$ cat config.mk
export PLATFORM = sky130hd
export DESIGN_NAME = ifq_ctrl
export DESIGN_NICKNAME = d
export VERILOG_FILES = /design/src/rtl/ifq_pkg.sv /design/src/rtl/ifq_byte_ring.sv /design/src/rtl/ifq_tracker.sv /design/src/rtl/ifq_port_arb.sv /design/src/rtl/ifq_ctrl.sv
export SDC_FILE = /design/constraint.sdc
export NUM_CORES = 1
export LEC_CHECK = 0
export CELL_PAD_IN_SITES_DETAIL_PLACEMENT = 2
export CELL_PAD_IN_SITES_GLOBAL_PLACEMENT = 2
export CORE_ASPECT_RATIO = 1.5
export CORE_UTILIZATION = 42
export CTS_CLUSTER_SIZE = 20
export DETAILED_ROUTE_END_ITERATION = 16
export DONT_BUFFER_PORTS = 1
export PLACE_DENSITY = 0.83
export SLEW_MARGIN = 30
export SYNTH_ARGS = -nofsm -noshare
export SYNTH_HDL_FRONTEND = slang
export SYNTH_HIERARCHICAL = 1
export SYNTH_SLANG_ARGS = --single-unit
export TNS_END_PERCENT = 50
$ cat constraint.sdc
create_clock -name clk -period 9.9 [get_ports clk]
set_clock_uncertainty 0.2 [all_clocks]
set_input_delay 0.495 -clock clk [delete_from_list [all_inputs] [get_ports clk]]
set_output_delay 0.495 -clock clk [all_outputs]
set_load 0.01 [all_outputs]
$ cat src/rtl/ifq_pkg.sv
package ifq_pkg;
  localparam int BYTE_W = 8;
  localparam int WORD_W = 16;

  typedef enum logic {OWN_FETCH = 1'b0, OWN_DATA = 1'b1} owner_e;

  // A fetch fills two slots only from an even address with room for both.
  function automatic logic pick_word(input logic addr_lsb, input int room);
    return (addr_lsb == 1'b0) && (room >= 2);
  endfunction

  // Bytes delivered by one fetch.
  function automatic logic [1:0] fetch_span(input logic is_word);
    return is_word ? 2'd2 : 2'd1;
  endfunction
endpackage

$ cat src/rtl/ifq_byte_ring.sv
module ifq_byte_ring #(
  parameter int DEPTH = 4,
  localparam int PW = $clog2(DEPTH),
  localparam int CW = $clog2(DEPTH + 1)
) (
  input  logic          clk,
  input  logic          rst_n,
  input  logic          flush,
  input  logic [1:0]    enq_n,
  input  logic [15:0]   enq_data,
  input  logic          pop,
  output logic [7:0]    head,
  output logic [CW-1:0] count
);
  logic [7:0]    slots [DEPTH];
  logic [PW-1:0] wr_ptr, rd_ptr;
  logic [PW-1:0] wr_nxt;

  assign wr_nxt = wr_ptr + PW'(1);
  assign head   = slots[rd_ptr];

  always_ff @(posedge clk) begin
    if (!flush && enq_n != 2'd0) slots[wr_ptr] <= enq_data[7:0];
    if (!flush && enq_n == 2'd2) slots[wr_nxt] <= enq_data[15:8];
  end

  always_ff @(posedge clk) begin
    if (!rst_n || flush) begin
      wr_ptr <= '0;
      rd_ptr <= '0;
      count  <= '0;
    end else begin
      wr_ptr <= wr_ptr + PW'(enq_n);
      if (pop) rd_ptr <= rd_ptr + PW'(1);
      count  <= count + CW'(enq_n) - CW'(pop);
    end
  end

  a_r4_no_overflow: assert property (@(posedge clk) disable iff (!rst_n)
    (enq_n != 2'd0 && !flush) |-> (int'(count) + int'(enq_n) - int'(pop)) <= DEPTH);
  a_r2_no_underflow: assert property (@(posedge clk) disable iff (!rst_n)
    pop |-> count != '0);
endmodule

$ cat src/rtl/ifq_tracker.sv
module ifq_tracker
  import ifq_pkg::*;
(
  input  logic       clk,
  input  logic       rst_n,
  input  logic       issue_fetch,
  input  logic       issue_data,
  input  logic [1:0] issue_nb,
  input  logic       kill,
  input  logic       rsp_valid,
  output logic       busy,
  output owner_e     owner,
  output logic [1:0] nb,
  output logic       dead,
  output logic [1:0] live_nb,
  output logic       slot_ok
);
  assign slot_ok = !busy || rsp_valid;
  assign live_nb = (busy && owner == OWN_FETCH && !dead) ? nb : 2'd0;

  always_ff @(posedge clk) begin
    if (!rst_n) begin
      busy  <= 1'b0;
      owner <= OWN_FETCH;
      nb    <= 2'd0;
      dead  <= 1'b0;
    end else if (issue_fetch || issue_data) begin
      busy  <= 1'b1;
      owner <= issue_data ? OWN_DATA : OWN_FETCH;
      nb    <= issue_nb;
      dead  <= 1'b0;
    end else if (rsp_valid) begin
      busy  <= 1'b0;
      dead  <= 1'b0;
    end else if (kill && busy && owner == OWN_FETCH) begin
      dead  <= 1'b1;
    end
  end

  // r9: one access in flight
  a_r9_single_outstanding: assert property (@(posedge clk) disable iff (!rst_n)
    (busy && !rsp_valid) |-> !(issue_fetch || issue_data));
  a_r7_kill_marks: assert property (@(posedge clk) disable iff (!rst_n)
    (kill && busy && owner == OWN_FETCH && !rsp_valid) |=> dead);
endmodule

$ cat src/rtl/ifq_port_arb.sv
module ifq_port_arb (
  input  logic fetch_want,
  input  logic eu_req,
  input  logic slot_ok,
  input  logic ready,
  output logic port_req,
  output logic fetch_go,
  output logic eu_go
);
  assign port_req = fetch_want || (slot_ok && eu_req);
  assign fetch_go = fetch_want && ready;
  assign eu_go    = !fetch_want && slot_ok && eu_req && ready;
endmodule

$ cat src/rtl/ifq_ctrl.sv
module ifq_ctrl
  import ifq_pkg::*;
#(
  parameter int          AW       = 16,
  parameter int          DEPTH    = 4,
  parameter logic [15:0] RESET_PC = 16'h0000,
  localparam int CW = $clog2(DEPTH + 1)
) (
  input  logic          clk,
  input  logic          rst_n,
  input  logic          redirect_i,
  input  logic [AW-1:0] redirect_addr_i,
  output logic [7:0]    ib_byte_o,
  output logic          ib_valid_o,
  input  logic          ib_take_i,
  input  logic          eu_req_i,
  input  logic [AW-1:0] eu_addr_i,
  input  logic          eu_word_i,
  input  logic          eu_we_i,
  input  logic [15:0]   eu_wdata_i,
  output logic          eu_gnt_o,
  output logic          eu_rvalid_o,
  output logic [15:0]   eu_rdata_o,
  output logic          mem_req_o,
  output logic [AW-1:0] mem_addr_o,
  output logic          mem_word_o,
  output logic          mem_we_o,
  output logic [15:0]   mem_wdata_o,
  input  logic          mem_ready_i,
  input  logic          mem_rvalid_i,
  input  logic [15:0]   mem_rdata_i
);
  logic [AW-1:0] spc;
  logic [CW-1:0] cnt;
  logic          busy, dead, slot_ok;
  owner_e        owner;
  logic [1:0]    nb, live_nb, issue_nb, enq_n;
  logic          pop_fire, use_word, fetch_want, fetch_go, eu_go, rsp_fetch;
  int            room;

  // Space after counting in-flight bytes and a byte leaving now.
  always_comb begin
    pop_fire   = ib_take_i && ib_valid_o && !redirect_i;
    room       = DEPTH - int'(cnt) - int'(live_nb) + (pop_fire ? 1 : 0);
    use_word   = pick_word(spc[0], room);
    issue_nb   = fetch_span(use_word);
    fetch_want = !redirect_i && slot_ok && (room >= 1);
  end

  assign rsp_fetch   = mem_rvalid_i && busy && owner == OWN_FETCH;
  assign enq_n       = (rsp_fetch && !dead && !redirect_i) ? nb : 2'd0;
  assign eu_rvalid_o = mem_rvalid_i && busy && owner == OWN_DATA;
  assign eu_rdata_o  = mem_rdata_i;
  assign ib_valid_o  = cnt != '0;
  assign eu_gnt_o    = eu_go;

  assign mem_addr_o  = fetch_want ? spc : eu_addr_i;
  assign mem_word_o  = fetch_want ? use_word : eu_word_i;
  assign mem_we_o    = !fetch_want && eu_we_i;
  assign mem_wdata_o = eu_wdata_i;

  always_ff @(posedge clk) begin
    if (!rst_n)          spc <= AW'(RESET_PC);
    else if (redirect_i) spc <= redirect_addr_i;
    else if (fetch_go)   spc <= spc + AW'(issue_nb);
  end

  ifq_byte_ring #(.DEPTH(DEPTH)) u_ring (
    .clk(clk), .rst_n(rst_n), .flush(redirect_i), .enq_n(enq_n),
    .enq_data(mem_rdata_i), .pop(pop_fire), .head(ib_byte_o), .count(cnt)
  );

  ifq_tracker u_trk (
    .clk(clk), .rst_n(rst_n), .issue_fetch(fetch_go), .issue_data(eu_go),
    .issue_nb(fetch_go ? issue_nb : (eu_word_i ? 2'd2 : 2'd1)),
    .kill(redirect_i), .rsp_valid(mem_rvalid_i), .busy(busy), .owner(owner),
    .nb(nb), .dead(dead), .live_nb(live_nb), .slot_ok(slot_ok)
  );

  ifq_port_arb u_arb (
    .fetch_want(fetch_want), .eu_req(eu_req_i), .slot_ok(slot_ok),
    .ready(mem_ready_i), .port_req(mem_req_o), .fetch_go(fetch_go), .eu_go(eu_go)
  );

  a_r6_flush_empties: assert property (@(posedge clk) disable iff (!rst_n)
    redirect_i |=> cnt == '0);
  a_r6_reload_addr: assert property (@(posedge clk) disable iff (!rst_n)
    ($past(redirect_i) && fetch_go) |-> mem_addr_o == $past(redirect_addr_i));
  a_r7_stale_dropped: assert property (@(posedge clk) disable iff (!rst_n)
    (mem_rvalid_i && dead) |-> enq_n == 2'd0);
  a_r4_full_no_fetch: assert property (@(posedge clk) disable iff (!rst_n)
    (int'(cnt) == DEPTH && !pop_fire) |-> !fetch_go);
  a_r5_eu_owns_port: assert property (@(posedge clk) disable iff (!rst_n)
    eu_gnt_o |-> (mem_addr_o == eu_addr_i && !fetch_go));
  a_r10_quiet_on_redirect: assert property (@(posedge clk) disable iff (!rst_n)
    redirect_i |-> !fetch_go);
endmodule

[Yosys cells after proc, flatten, opt, wreduce, memory -nomap -nowiden]
Memory sizes are Yosys's and may differ from the RTL's. A register that Yosys moved wholly into a read port is not among the register bits.
Cells that the tools add are included.
Operators by class
  add/subtract/negate cells: 9
  $mul: 0
  div/mod/pow operators: 0
  $lt $le $gt $ge: 2
  equality and inequality tests: 1
  shifts and indexed selects: 0
  multiplexer cells: 19
  bitwise logic cells: 3
  reductions and logical operators: 36
Operators by type and width (count)
  $mux 16: 3
  $logic_and 1x1->1: 22
  $add 16x2->16: 1
  $mux 2: 7
  $mux 1: 9
  $add 5x2->6: 1
  $ge 6x2->1 const B: 1
  $ge 6x3->1 const B: 1
  $reduce_bool 2->1: 3
  $logic_not 1->1: 5
  $sub 4x3->5: 1
  $add 2x1->2 const B: 2
  $logic_or 1x1->1: 4
  $sub 3x3->4 const A: 1
  $add 3x2->3: 1
  $not 1->1: 3
  $reduce_bool 3->1: 1
  $reduce_or 3->1: 1
  $sub 3x1->3: 1
  $add 2x2->2: 1
  $eq 2x2->1 const B: 1
Storage, ports and cells
  bits in registers: 28
  bits in latches: 0
  RAM bits: 32
  bits in read-only memories: 0
  input port bits: 73
  output and inout port bits: 62
  word-level logic and storage cells: 79
  memories kept: 1
Memories
  u_ring.slots: depth 4, bits a word 8, read ports 1, clocked after Yosys merged registers in 1, write ports 2, line ifq_byte_ring.sv:15  | logic [7:0] slots [DEPTH];

[Logic depth before layout (Yosys ltp)]
Gate-level depths: netlist of the first run.
  depth in word-level cells: 14
  mapped depth: 20
  depth with buffers taken out: 17

[By module]
The synthesis of the first run kept the hierarchy.
Modules (own cells, without submodules)
  ifq_byte_ring: instances 1, cells each 131, area an instance 2021.9 µm², sequential area each 1141.1 µm²
  ifq_ctrl: instances 1, cells each 204, area an instance 1702.9 µm², sequential area each 320.3 µm²
  ifq_tracker: instances 1, cells each 21, area an instance 217.7 µm², sequential area each 100.1 µm²
  ifq_port_arb: instances 1, cells each 3, area an instance 26.3 µm², sequential area each 0.0 µm²

[Least setup slack after synthesis of the first run]
No wires, ideal clock.
  path type: in2reg
  start: input port redirect_i
  end: register spc[11]
  library setup time: 0.133 ns
  arrival time: 3.394 ns
  required time: 9.567 ns
  slack: 6.173 ns
  stages: 16
  path buffers: 2
  cell sequence: inv_1 -> clkbuf_1 -> and3_1 -> ha_1 -> fa_1 -> nand2_1 -> nor2b_1 -> nor4_1 -> a2111oi_2 -> ha_1 -> a21o_1 -> and3_1 -> buf_2 -> nand4_1 -> xor2_1 -> a21oi_1
Between the ends
  word-level cells in the longest chain between the ends: 10
  elaborated cells between the ends (all ways): 15
  classes of those cells: add/sub (2); order compare (2); mux (4); reduce/logical (7)
Ends and longest elaborated chain
  start, declared: line ifq_ctrl.sv:11  | input logic redirect_i,
  $logic_not 1->1 (*): line ifq_ctrl.sv:43  | pop_fire = ib_take_i && ib_valid_o && !redirect_i;
  $logic_and 1x1->1 (*): line ifq_ctrl.sv:43
  via pop_fire: line ifq_ctrl.sv:38  | logic pop_fire, use_word, fetch_want, fetch_go, eu_go, rsp_fetch;
  $mux 1 (*): line ifq_ctrl.sv:44  | room = DEPTH - int'(cnt) - int'(live_nb) + (pop_fire ? 1 : 0);
  $add 5x2->6 (*): line ifq_ctrl.sv:44
  $ge 6x3->1: line ifq_pkg.sv:9  | return (addr_lsb == 1'b0) && (room >= 2);
  $logic_and 1x1->1: line ifq_pkg.sv:9
  $mux 2: line ifq_pkg.sv:14  | return is_word ? 2'd2 : 2'd1;
  $add 16x2->16: line ifq_ctrl.sv:65  | else if (fetch_go) spc <= spc + AW'(issue_nb);
  $mux 16: line ifq_ctrl.sv:65
  $mux 16: line ifq_ctrl.sv:64  | else if (redirect_i) spc <= redirect_addr_i;
  end signal, assigned: line ifq_ctrl.sv:63  | if (!rst_n) spc <= AW'(RESET_PC);
  end signal, assigned: line ifq_ctrl.sv:64
  end signal, assigned: line ifq_ctrl.sv:65
  end, declared: line ifq_ctrl.sv:33  | logic [AW-1:0] spc;
Mark *: on every way through the listed nets, which the timed path passes. The rest lies on a longest branch. The select of a mux whose other input is x is not followed.
A chain may end at the register's enable or synchronous reset.

[Worst setup path in the final report of the first run]
  start: register u_ring.count[0]
  end: output port eu_gnt_o
Between the ends
  word-level cells in the longest chain between the ends: 11
  elaborated cells between the ends (all ways): 13
  classes of those cells: add/sub (3); order compare (1); mux (1); reduce/logical (8)
Ends and longest elaborated chain
  start, declared: line ifq_byte_ring.sv:13  | output logic [CW-1:0] count
  start signal, assigned: line ifq_byte_ring.sv:35  | count <= count + CW'(enq_n) - CW'(pop);
  $reduce_bool 3->1: line ifq_ctrl.sv:54  | assign ib_valid_o = cnt != '0;
  via ib_valid_o: line ifq_ctrl.sv:14  | output logic ib_valid_o,
  $logic_and 1x1->1 (2 in series): line ifq_ctrl.sv:43
  via pop_fire: line ifq_ctrl.sv:38
  $mux 1: line ifq_ctrl.sv:44
  $add 5x2->6: line ifq_ctrl.sv:44
  $ge 6x2->1: line ifq_ctrl.sv:47  | fetch_want = !redirect_i && slot_ok && (room >= 1);
  $logic_and 1x1->1: line ifq_ctrl.sv:47
  via fetch_want: line ifq_ctrl.sv:38
  $logic_not 1->1: line ifq_port_arb.sv:12  | assign eu_go = !fetch_want && slot_ok && eu_req && ready;
  $logic_and 1x1->1 (3 in series): line ifq_port_arb.sv:12
  end, declared: line ifq_ctrl.sv:21  | output logic eu_gnt_o,
The timed path passes the listed nets, and every way through them passes these cells.

==> results of run 1 <==
==> cells by family after synthesis <==
| kind of cell | count (synthesis) | synth area share (%) |
|---|---|---|
| AO/OA/AOI/OAI | 53 | 8.26 |
| XOR/XNOR | 21 | 4.63 |
| adder cells (fa/ha/maj) | 15 | 5.11 |
| buffers and inverters | 62 | 9.74 |
| flip-flops | 62 | 39.3 |
| multiplexers | 59 | 19.6 |
| AND/OR/NAND/NOR | 87 | 13.3 |
==> metrics by stage <==
stage | power, mW | hold slack, ns | utilization [%]
after floorplan | 0.362 | 0.285 | -
after global placement | 0.355 | 0.302 | 41.4
after detailed placement | 0.358 | 0.352 | 41.4
after CTS | 0.673 | 0.0616 | 44.5
after global routing | 0.688 | 0.0714 | 44.6
final | 0.665 | 0.0711 | 44.6
==> Yosys cell counts (all sizes together), types with 2 or more instances <==
master  number
a21o         3
nand2b       2
nor4bb       2
xor2        12
o22ai        3
fa           2
mux4         8
clkbuf       6
buf         38
a21boi       3
mux2i        2
nand3b       2
nor3b        6
nand4        4
o21ai       18
nor2        17
and2        10
edfxtp      32
a211oi       2
nor3         3
or3b         2
nand2       11
inv         18
a21oi       17
and3         5
nor2b        6
nor4         2
xnor2        9
mux2        49
dfxtp       30
nand3        9
or3          2
ha          13
==> cell type report <==
type	count	area [sq um]
flip-flops and latches	62	1560
well taps	112	140
inverters	18	67.6
fillers	948	5100
multi-input cells	235	2020
clock buffers	12	246
repair buffers	2	15.0
clock inverters	4	46.3
==> flip-flops by register name (all words and copies together) (netlist names), named ones only <==
register and flops:
u_trk/busy 1, u_ring/wr_ptr 2, u_trk/dead 1, spc 16
u_ring/rd_ptr 2, u_trk/nb 2, u_ring/count 3, u_ring/slots 32
u_trk/owner 1
==> report_power, final <==
| part | internal [mW] | switching (mW) |
|---|---|---|
| logic | 0.0335 | 0.0343 |
| registers | 0.277 | 0.00849 |
| clock network | 0.200 | 0.112 |
==> metal layers <==
layer	GRT usage, %	up-vias	wire length, um
li1	-	1204	-
met1	20.4	1309	3520
met2	43.2	91	5880
met3	4.81	10	450
met4	7.48	0	140
met5	0	-	0
==> critical path, stage by stage, from the launching register on <==
cell	delay [ns]
sky130_fd_sc_hd__dfxtp_1	0.32
sky130_fd_sc_hd__inv_1	0.09
sky130_fd_sc_hd__ha_1	0.15
sky130_fd_sc_hd__ha_1	0.14
sky130_fd_sc_hd__inv_1	0.09
sky130_fd_sc_hd__and3_1	0.24
sky130_fd_sc_hd__ha_1	0.25
sky130_fd_sc_hd__fa_1	0.40
sky130_fd_sc_hd__nor2_1	0.15
sky130_fd_sc_hd__o21ai_0	0.11
sky130_fd_sc_hd__a21oi_1	0.23
sky130_fd_sc_hd__a31o_1	0.79
sky130_fd_sc_hd__inv_1	0.15
sky130_fd_sc_hd__and4b_1	0.47
==> worst max-delay path by stage <==
stage / to / slack, ns / depth (start not counted)
2_1_floorplan: spc[11]$_SDFFE_PN0P_ / 6.17 / 16
3_3_place_gp: spc[11]$_SDFFE_PN0P_ / 5.47 / 12
3_5_place_dp: spc[5]$_SDFFE_PN0P_ / 5.26 / 12
4_1_cts: eu_gnt_o / 5.26 / 13
5_1_grt: eu_gnt_o / 4.91 / 13
6_report: eu_gnt_o / 5.30 / 13
==> results.txt, run 1 <==
The flow ran to the end, and the final reports show no timing, DRC or antenna violations. The start point of the worst min-delay path is redirect_i. At the placement stage, the worst setup path has a slack of about 5.3 ns.

The period utilization is between 40% and 50%. The clock-pin slew reported for the worst setup and hold paths after clock tree synthesis is around 0.050 ns. At the pin with the least slew margin, the transition time is approximately 0.94 ns.

The pin count of the biggest net entering global routing came out at 24. The die area is approximately 10000 sq um. The smallest setup slack after layout came out at between 5 and 6 ns. The sum of overflow across all layers after global routing is 0. After routing the design area is 4100 sq um. The via count of the first global-routing pass is 2928. The synthesis-to-finish area growth is 3.34%.

The number of max-cap violations is 0. The CTS H-tree depth is 3. The headroom to the max-slew limit is between 30% and 40%. The post-route DRC violation count is 0. The initial antenna violation count is 0. The data arrival time of the critical path came out at just under 4 ns. The sort of element at the start of the critical path is a flip-flop.

The repair_antennas step left the layout with diodes totalling 0. In the final routed layout, each cell accounts on average for about 22 um. The setup TNS after final layout is 0 ns. The cell depth of the worst flop-to-flop path is 17. Counting instances, the worst hold path has a depth of 1.

The category of the critical setup timing path is reg2out. The library cells used most frequently in the layout, excluding fill and tap cells, are 42 x sky130_fd_sc_hd__mux2_2, 32 x sky130_fd_sc_hd__edfxtp_1, 30 x sky130_fd_sc_hd__dfxtp_1. The maximum net fanout on the critical path came out at 19.

In this run, distinct cell masters in the synthesized netlist total slightly below 60. The net count reported at finish came out at between 400 and 500. The worst path needs approximately 4.6 ns of the cycle, external delays included. The placement row count came out at 43. The leading cell type in the layout, fill and taps excluded is sky130_fd_sc_hd__mux2_2. The number of hold buffers added after cts came out at 0.

The number of cells in the finished layout apart from fillers is between 400 and 500. The die is between 100 and 150 um tall. Once the floorplan was initialized, standard cells occupied between 40% and 50% of the core. During synthesis, Yosys emitted a total of 6 warnings. The critical path starts at u_ring/count[0]$_SDFF_PP0_. The starting DRC count in detailed routing is just over 100. The per-instance average area after synthesis came out at 11.1 sq um. The total nets after synthesis is between 400 and 500. The register bit count reported by yosys is 62.

The post-synthesis instance area came out at around 4000 sq um. The width of the die came out at around 80 um. The static leakage came out at 1.48 nW. The share of the synthesized area in the top cell type came out at roughly a quarter.

The clock sink count is 62. The required time of the critical path came out at ~9.2 ns. The detailed router placed about 2600 vias in this run. The endpoint identified for the worst register-to-register timing path is spc[11]$_SDFFE_PN0P_.

The number of iterations in the first detailed-routing pass came out at 4. The number of antenna-violating nets in the routed design came out at 0. The congestion estimate from routability-driven global placement came to approximately 0.79.

The maximum count of clock buffers along a single path came out at 2. The worst hold-check path type is in2reg. The highest clock frequency the design can meet came out at ~220 MHz. The sequential fraction of the synthesis area is 39.3%. The hold violation count in the final report is 0. The worst hold path terminates at spc[0]$_SDFFE_PN0P_.

TritonCTS built the clock tree. The wire length reported by the detailed router is 9990 um. The largest vdd supply drop came out at about 83 uV. The startpoint of the most critical register-to-register path is u_ring/count[0]$_SDFF_PP0_. The final count of negative-setup-slack endpoints is 0. After clock tree synthesis, the repair step resized 0 gates. Sorting the synthesized cells by area gives the leading types as sky130_fd_sc_hd__edfxtp_1 24%, sky130_fd_sc_hd__dfxtp_1 15%, sky130_fd_sc_hd__mux2_2 12%, sky130_fd_sc_hd__buf_4 6.1%, sky130_fd_sc_hd__mux4_2 4.5%. After clock tree synthesis, the setup repair step added 0 buffers. The flop-to-flop setup slack is about 5.4 ns. After detailed placement, the total cell area comes to around 3800 sq um. The global-route wire length before repair is about 16000 um. The post-synthesis instance total came out at roughly 360. Power spread over the standard cell area amounts to between 150 and 200 nW/um^2. The fraction of final layout cells sized beyond drive strength 1 is approximately a quarter.

The synthesized design spends more area on one cell type than any other, namely sky130_fd_sc_hd__edfxtp_1. The per-cell via count in the routed design came out at 5.87. The async set-reset flop share out of synthesis is 0%. The number of placed instances, taps included, is around 430. The detailed placement HPWL came out at 7240 um.

For the worst-skew pair, the clock arrives at the later sink with an insertion delay of between 0.3 and 0.4 ns. In the global route stage, overall resource usage came out at 21.6%. The number of pins exceeding their max-slew limit in the final report is 0. The top-level port count came out at roughly 140.

The most used flip-flop cell after synthesis is sky130_fd_sc_hd__edfxtp_1. CTS placed an instance of sky130_fd_sc_hd__clkbuf_16 at the clock tree root. Input and output buffers added on the ports amount to 0.

The synthesized design contains 32 enable-type register cells. The placeable core area is just over 9000 sq um. STA classifies the critical path endpoint as an output pin. Counting the buffers created by CTS gives 9.

Setup repair after global routing left no endpoint under its margin.
No activity file was read; power rests on OpenSTA's default activity.
==> run 2, diff against run 1 <==
- CORE_UTILIZATION: 42 -> 39
- PLACE_DENSITY: 0.83 -> 0.78
- clock period: 9.9 -> 4.25 ns (I/O delays scaled with it)
==> results.txt, run 2 (synthesis gave the netlist of run 1 again) <==
The flow ran to the end, but the final reports show violations. The cell count after placement came to 435 (+1.4%). The period utilization came out at between 90% and 100%. The layout filler cell count came out at 981 (+3.5%). The placeable core area came out at 9800 sq um (+6.5%). The largest vdd supply drop is 194 uV (+130%). The synthesis-to-finish area growth came out at 17.9%. The total power per unit cell area is 363 nW/um^2 (+120%). The number of iterations in the first detailed-routing pass is 10 (+6).

The startpoint of the most critical register-to-register path is u_ring/count[0]$_SDFF_PP0_. The net count reported at finish came out at 468 (+13%). The largest registers in the layout are u_ring/slots x32, spc x16, u_ring/count x3. The worst-skew pair later-pin latency is 0.33 ns (about the same). The library cells used most frequently in the layout, excluding fill and tap cells, are 45 x sky130_fd_sc_hd__dlygate4sd3_1, 42 x sky130_fd_sc_hd__mux2_2, 32 x sky130_fd_sc_hd__edfxtp_1. The routability congestion estimate is 0.811 (+3.2%).

The sum of overflow across all layers after global routing came out at 0 (unchanged). The static leakage was 1.73 nW (+17%). The wire length per cell came out at 21.3 um (-5.0%).

The register with the most flip-flops in the final layout is u_ring/slots. Leaving out fill and tap cells, the most frequent cell in the layout is sky130_fd_sc_hd__dlygate4sd3_1. The wire length reported by the detailed router came out at 10700 um (+6.7%). The number of cells in the finished layout apart from fillers is 500 (+12%). The startpoint identified for the worst hold timing path is rst_n. The slew of the pin with the lowest slew margin came to 0.885 ns (-0.0567 ns).

The met1 demand-to-capacity share in global routing is 20.6% (+0.27 points). The number of buffers created by CTS came to 9 (unchanged). The sort of element at the start of the critical path is a flip-flop. The placement row count came out at 44 (+2.3%). The starting DRC count in detailed routing is 92 (-9.8%). The fraction of final layout cells sized beyond drive strength 1 is 26.5% (+0.67 points). The number of max-cap violations is 0 (unchanged).

The CTS H-tree depth came out at 3 (unchanged). In this run the critical register-to-register path is captured at spc[0]$_SDFFE_PN0P_. The die height came out at 126 um (+3.7%). The per-cell via count in the routed design came to 5.63 (-4.1%). The launching element of the worst setup path is u_ring/count[0]$_SDFF_PP0_.

The global-route wire length before repair is 16000 um (+3.1%). The pin count of the biggest net entering global routing is 23 (-4.2%). The headroom to the max-slew limit is 41.0% (+3.8 points). The post-route DRC violation count is 11 (+11). The data arrival time of the critical path is 4.13 ns (+0.22 ns). The worst slack at placement is 0.131 ns (-5.13 ns).

The maximum count of clock buffers along a single path is 2 (unchanged). The hold violation count in the final report is 0 (unchanged). The clock-pin slew reported for the worst setup and hold paths after clock tree synthesis came out at 0.06 ns (about the same). The via count of the first global-routing pass came out at 3003 (+2.6%). The maximum net fanout on the critical path came out at 11 (-8). The buffer cell driving the clock tree root is sky130_fd_sc_hd__clkbuf_16. The most critical setup path has its endpoint at spc[0]$_SDFFE_PN0P_.

The final count of negative-setup-slack endpoints is 0 (unchanged). The detailed placement HPWL came out at 7050 um (-2.6%). TritonCTS built the clock tree. The flop-to-flop setup slack is 0.19 ns (-5.22 ns). The initial antenna violation count is 0 (unchanged).

In this run the most used layer during global routing was met2. The number of pins exceeding their max-slew limit in the final report is 0 (unchanged). The number of vias in the routed layout came out at 2816 (+7.7%). The number of antenna-violating nets in the routed design is 0 (unchanged). The met3 global-route usage came out at 4.55% (-0.26 points). The smallest setup slack after layout is 0.194 ns (-5.11 ns). The area occupied by multi-input gates came out at 2060 sq um (+1.7%). The number of port buffers is 0 (unchanged). The effective utilization at floorplan is 40.5% (-2.6 points). The flip-flop count of the largest register after layout came out at 32 (unchanged). The global-route usage over all layers is 20.3% (-1.3 points). The count of antenna diodes in the layout was 0 (unchanged). The clock sink count was 62 (unchanged). The global routing usage on met2 is 40.2% (-3.0 points).

The area of all sequential standard cells is 1560 sq um (unchanged). The minimum period implied by the final worst setup slack came out at slightly above 4 ns. The setup TNS after final layout was 0 ns (unchanged). The width of the die came out at 84.4 um (+3.7%). The top-level port count came out at 135 (unchanged).

The critical path is of the reg2reg type. The endpoint kind of the worst setup timing path is a flip-flop. The checks that failed: DRC.

The die area came out at 10600 sq um (+7.5%). The highest clock frequency the design can meet is between 200 and 250 MHz. The cell depth of the worst flop-to-flop path came out at 17 (unchanged). The min-delay analysis places its worst path in the category in2reg. The required time of the critical path is 4.32 ns (-4.89 ns).
## run 2: changes by cell type in the layout (fill, tap and decap cells not counted), sizes merged
cell	before	now
inv	18	21
buf	2	9
clkbuf	12	9
bufinv	1	2
clkinv	2	1
dlygate4sd3	0	45
## run 2: critical path, cell delays in order (launching register included)
cell and delay [ns]:
sky130_fd_sc_hd__dfxtp_1 0.32, sky130_fd_sc_hd__inv_1 0.08, sky130_fd_sc_hd__ha_1 0.14, sky130_fd_sc_hd__ha_1 0.14
sky130_fd_sc_hd__inv_1 0.08, sky130_fd_sc_hd__and3_2 0.24, sky130_fd_sc_hd__ha_1 0.24, sky130_fd_sc_hd__fa_1 0.42
sky130_fd_sc_hd__nor2_2 0.12, sky130_fd_sc_hd__o21ai_0 0.11, sky130_fd_sc_hd__a21oi_2 0.19, sky130_fd_sc_hd__a31o_1 0.20
sky130_fd_sc_hd__inv_1 0.08, sky130_fd_sc_hd__and2_2 0.26, sky130_fd_sc_hd__buf_4 0.20, sky130_fd_sc_hd__xnor2_1 0.14
sky130_fd_sc_hd__o41ai_2 0.23, sky130_fd_sc_hd__dlygate4sd3_1 0.61
## run 2: stage by stage
step | area, sq um | power [mW] | utilization (%) | hold WS (ns)
CTS | 4600 | 1.71 | 47.0 | 0.0156
finish | 4680 | 1.70 | 47.8 | 0.0316
detailed placement | 3830 | 0.838 | 39.1 | 0.133
floorplan | 3970 | 0.844 | - | 0.130
global placement | 3830 | 0.831 | 39.1 | 0.118
global route | 4680 | 1.77 | 47.8 | 0.0449
## run 2: worst min-delay path by stage
stage | endpoint | slack, ns | cells after the start
2_1_floorplan | u_trk/owner$_SDFFE_PN0P_ | 0.13 | 1
3_3_place_gp | spc[0]$_SDFFE_PN0P_ | 0.12 | 1
3_5_place_dp | spc[0]$_SDFFE_PN0P_ | 0.13 | 1
4_1_cts | u_trk/dead$_SDFFE_PP0P_ | 0.02 | 2
5_1_grt | u_trk/dead$_SDFFE_PP0P_ | 0.04 | 2
6_report | u_ring/wr_ptr[0]$_SDFF_PP0_ | 0.03 | 2
## run 2: metal layers
layer / routed length (um) / up-vias
li1: - / 1314
met1: 3890 / 1404
met2: 6130 / 87
met3: 479 / 11
met4: 153 / 0
met5: 0 / -
## run 2: power breakdown
group | internal (mW) | leakage, nW | switching (mW)
Clock | 0.522 | 0.159 | 0.296
Sequential | 0.644 | 0.534 | 0.0198
Combinational | 0.116 | 1.03 | 0.103
## run 2: cell type report
class / count / area share [%]
repair buffers: 54 / 11.1
flip-flops and latches: 62 / 33.4
well taps: 115 / 3.07
multi-input cells: 235 / 44.0
clock inverters: 7 / 2.25
inverters: 18 / 1.44
clock buffers: 9 / 4.81
## run 2: timing repair
item	4_1_cts	5_1_grt
buffers inserted	0	4
endpoints found under the setup margin	0	12
resized for setup	0	7
hold buffers	44	1
endpoints found under the hold margin	62	8
